$ cat src/rtl/int_alu.sv
module int_alu #(
  parameter int WIDTH = 32
) (
  input  logic [WIDTH-1:0] opa,
  input  logic [WIDTH-1:0] opb,
  input  logic [3:0]       op_code,
  input  logic             ovf_quiet,
  output logic [WIDTH-1:0] res,
  output logic             res_zero,
  output logic             ovf
);

  localparam int MSB = WIDTH - 1;

  localparam logic [3:0] OP_ADD  = 4'b0000;
  localparam logic [3:0] OP_SUB  = 4'b0001;
  localparam logic [3:0] OP_AND  = 4'b0010;
  localparam logic [3:0] OP_OR   = 4'b0011;
  localparam logic [3:0] OP_XOR  = 4'b0100;
  localparam logic [3:0] OP_NOR  = 4'b0101;
  localparam logic [3:0] OP_SLT  = 4'b0110;
  localparam logic [3:0] OP_SLTU = 4'b0111;

  logic             negate;
  logic [WIDTH-1:0] b_eff;
  logic [WIDTH:0]   chain;
  logic [WIDTH-1:0] sum;
  logic             carry_out;
  logic             sum_ovf;
  logic             lt_signed;
  logic             lt_unsigned;

  assign negate = (op_code == OP_SUB) || (op_code == OP_SLT) || (op_code == OP_SLTU);
  assign b_eff  = negate ? ~opb : opb;
  assign chain  = {1'b0, opa} + {1'b0, b_eff} + {{WIDTH{1'b0}}, negate};
  assign sum       = chain[WIDTH-1:0];
  assign carry_out = chain[WIDTH];

  assign sum_ovf     = (opa[MSB] == b_eff[MSB]) && (sum[MSB] != opa[MSB]);
  assign lt_signed   = sum[MSB] ^ sum_ovf;
  assign lt_unsigned = ~carry_out;

  always_comb begin
    case (op_code)
      OP_ADD,
      OP_SUB:  res = sum;
      OP_AND:  res = opa & opb;
      OP_OR:   res = opa | opb;
      OP_XOR:  res = opa ^ opb;
      OP_NOR:  res = ~(opa | opb);
      OP_SLT:  res = {{(WIDTH-1){1'b0}}, lt_signed};
      OP_SLTU: res = {{(WIDTH-1){1'b0}}, lt_unsigned};
      default: res = '0;
    endcase
  end

  assign res_zero = ~|res;
  assign ovf      = sum_ovf && !ovf_quiet && ((op_code == OP_ADD) || (op_code == OP_SUB));

  always_comb begin
    if (op_code == OP_SLT || op_code == OP_SLTU)
      AST_CMP_UPPER_CLEAR: assert (res[MSB:1] == '0) else $error("compare upper bits");
    if (op_code[3])
      AST_UNUSED_QUIET: assert (res == '0 && !ovf && res_zero) else $error("unused code");
    if (ovf_quiet)
      AST_NO_OVERFLOW: assert (!ovf) else $error("suppressed overflow seen");
    if (ovf && op_code == OP_ADD)
      AST_ADD_OVF_SIGNS: assert (opa[MSB] == opb[MSB] && res[MSB] != opa[MSB]) else $error("add ovf");
    if (ovf && op_code == OP_SUB)
      AST_SUB_OVF_SIGNS: assert (opa[MSB] != opb[MSB] && res[MSB] != opa[MSB]) else $error("sub ovf");
    if (op_code == OP_SLT && opa == opb)
      AST_SLT_EQUAL: assert (res_zero) else $error("slt equal");
    if (op_code >= OP_AND && op_code <= OP_SLTU)
      AST_LOGIC_NO_OVF: assert (!ovf) else $error("logic ovf");
  end

endmodule

$ cat config.mk
export PLATFORM = sky130hd
export DESIGN_NAME = int_alu
export DESIGN_NICKNAME = d
export VERILOG_FILES = /design/src/rtl/int_alu.sv
export SDC_FILE = /design/constraint.sdc
export NUM_CORES = 1
export LEC_CHECK = 0
export BUFFER_PORTS_ARGS = -buffer_cell sky130_fd_sc_hd__buf_4
export CORE_MARGIN = 1.5
export CORE_UTILIZATION = 58
export DETAILED_ROUTE_END_ITERATION = 12
export GPL_ROUTABILITY_DRIVEN = 0
export PLACE_DENSITY = 0.85
export SYNTH_ARGS = -nofsm -noshare
export SYNTH_HDL_FRONTEND = slang
export SYNTH_SLANG_ARGS = --single-unit
export TNS_END_PERCENT = 30
$ cat constraint.sdc
create_clock -name vclk -period 14.6
set_input_delay 4.38 -clock vclk [all_inputs]
set_output_delay 4.38 -clock vclk [all_outputs]
set_load 0.01 [all_outputs]
==> results by group <==
Layout
  • Most common cell after layout, fill and taps aside: buf_4
  • Layout clock buffer count: 0
  • Most frequent cells in the layout: buf_4, ha_1, inv_1
  • Layout cells sized above 1: 18.51%
  • N_diodes: 0
  • Seq cells: 0
  • FF/Latch Area: 0 um^2
  • Final nets: 854
  • Post-Layout Cell Count: 785
  • Area Overhead vs Synth: 19.26%

Worst setup path
  • Crit-path cells: buf_4, nor3b_2, a21oi_1, nor2_4, xnor2_1, fa_1, inv_1, o21ai_1, o311ai_0, o2111ai_1, or4_1, a2111oi_0, or4b_1, and4b_1, nor4b_2, nand4bb_1, nor4_2, buf_4
  • Crit path DAT: 9.41 ns
  • Crit-path most repeated cell: buf_4
  • Largest fanout on the critical path: 24
  • Req. time, crit path: 10.22 ns
  • Setup crit start kind: input pin
  • Worst setup path class: input pin to output pin
  • CP Capture Type: output pin
  • Worst path max stage delay: 0.58 ns
  • CP startpoint: op_code[0]
  • CP max stage cell: o311ai_0
  • CP top delay family: simple AND/OR/NAND/NOR gates
  • WP buf/inv: 3

Yosys
  • Top post-synthesis cells by area: ha_1, xnor2_1, inv_1
  • Area leader, netlist: ha_1
  • Synth Area in Simple Gates: 18.15%
  • Syn Nets: 773
  • Post-Syn Instances: 607
  • Compound-Gate Fraction of Synth Area: 32.76%
  • Post-synthesis cell type count: 71
  • Mapped Area: 4358 um^2
  • Sequential area share after synthesis: 0%
  • Post-Synth Adder-Cell Area: 28.02%
  • Xor and xnor area share after synthesis: 11.05%
  • Mux cell area share after synthesis: 0.5168%
  • Share of the synthesized area in the top cell type: 27.56%
  • YS warnings: 0
  • Largest family of logic cells by synthesized area: compound AO/OA/AOI/OAI gates
  • Syn avg cell area: 7.179 um^2

Floorplanning
  • Die area: 8043 um^2
  • Core area: 7253 um^2
  • Core Rows: 31
  • IO Count: 103
  • Die Y: 89.68 um
  • Die width: 89.68 um
  • Initial cell density of the core: 60.08%

Global route
  • GRT met3 Usage: 2.011%
  • M2 GR Usage: 59.50%
  • M1 GR Usage: 41.25%
  • Gr ovfl total: 0
  • Tot GR Track Use: 32.64%
  • First-pass GRT wire length: 20,930 um
  • Busiest grt layer: met2
  • Initial antenna violation count: 0
  • Pin count of the biggest net entering global routing: 25
  • Vias in the first global route: 4,560

Power and ir drop
  • LEAKAGE: 2.678 nW
  • VDD IR max: 0.02638 mV
  • Power per cell area: 44.00 nW/um^2

Placement
  • Port Buffers: 103
  • Dpl hpwl: 10,920 um
  • Cells after DPL: 785

STA
  • Crit path time final: 13.79 ns
  • RSZ-0062 raised after global routing: no
  • Slew @ Worst Pin: 0.7531 ns
  • Final period util: 94.43%
  • Setup total negative slack: 0 ns
  • Fin. Hold Viols: 0
  • Max Freq: 72.54 MHz
  • Final setup violating endpoints: 0
  • Max Slew Vio Count: 0
  • Max-slew headroom: 49.69%

Clocking
  • Hold-fix buffers at CTS: 0
  • Post-CTS Resized: 0
  • Post-CTS Setup Bufs: 0

Route
  • Detail Route Antenna Nets: 0
  • Total number of vias: 5,052
  • Via/cell ratio: 6.436
  • DR iter-0 viols: 462
  • Residual DRC count: 0
  • DR WL/cell: 17.21 um
  • Drt total wl: 13,510 um
  • DR pass1 iterations: 5

Flow run
  • Maxcap violations: 0

Worst hold path
  • Worst hold start: ovf_quiet
  • Worst Hold Class: input pin to output pin

Run status
  • Status: complete, no violations
[routing by layer]
layer  up-vias  wire length, um
met2       274             6589
met3        46             1108
met5         -                0
met1      2358             5475
li1       2374                -
met4         0              339
[cell type report]
type,count,area [um^2]
inverter,75,281.5
timing repair buffer,110,825.8
tap,99,123.9
fill,638,2056
multi-input combinational,501,3966
[through the flow]
stage | power [mW] | worst slack [ns] | hold slack, ns | area (um^2) | utilization [%]
after floorplan | 0.1503 | 1.323 | 8.813 | 4358 | -
after global placement | 0.2147 | 1.084 | 9.003 | 5197 | 71.66
after detailed placement | 0.2227 | 0.9179 | 9.005 | 5197 | 71.66
after CTS | 0.2238 | 0.8994 | 9.005 | 5197 | 71.66
after global routing | 0.2490 | 0.5430 | 9.022 | 5197 | 71.66
final | 0.2287 | 0.8139 | 9.004 | 5197 | 71.66
[power breakdown]
part	internal, mW	leakage [nW]	total, mW	switching [mW]
clock network	0	0	0	0
logic	0.0991	2.68	0.229	0.130
registers	0	0	0	0
total	0.0991	2.68	0.229	0.130
[final timing paths]
path / endpoint / slack [ns] / cells past startpoint
worst min-delay path: ovf / 9.00 / 3
worst max-delay path: res_zero / 0.81 / 18
[cells by family (layout without fill, tap and decap cells)]
logic type	after synthesis	count (layout)
XOR/XNOR	55	55
AND/OR/NAND/NOR	143	143
AO/OA/AOI/OAI	204	204
adder cells (fa/ha/maj)	97	97
buffers and inverters	106	185
multiplexers	2	2
[synthesized netlist by cell type (all sizes together), types with 11 or more instances]
library cell and count:
a211oi 13, a21o 25, a21oi 35, clkbuf 21, ha 96, inv 75, nand2 38, nand3 11
nor2 28, o21ai 43, xnor2 39, xor2 16
No activity file was read; power rests on OpenSTA's default activity.
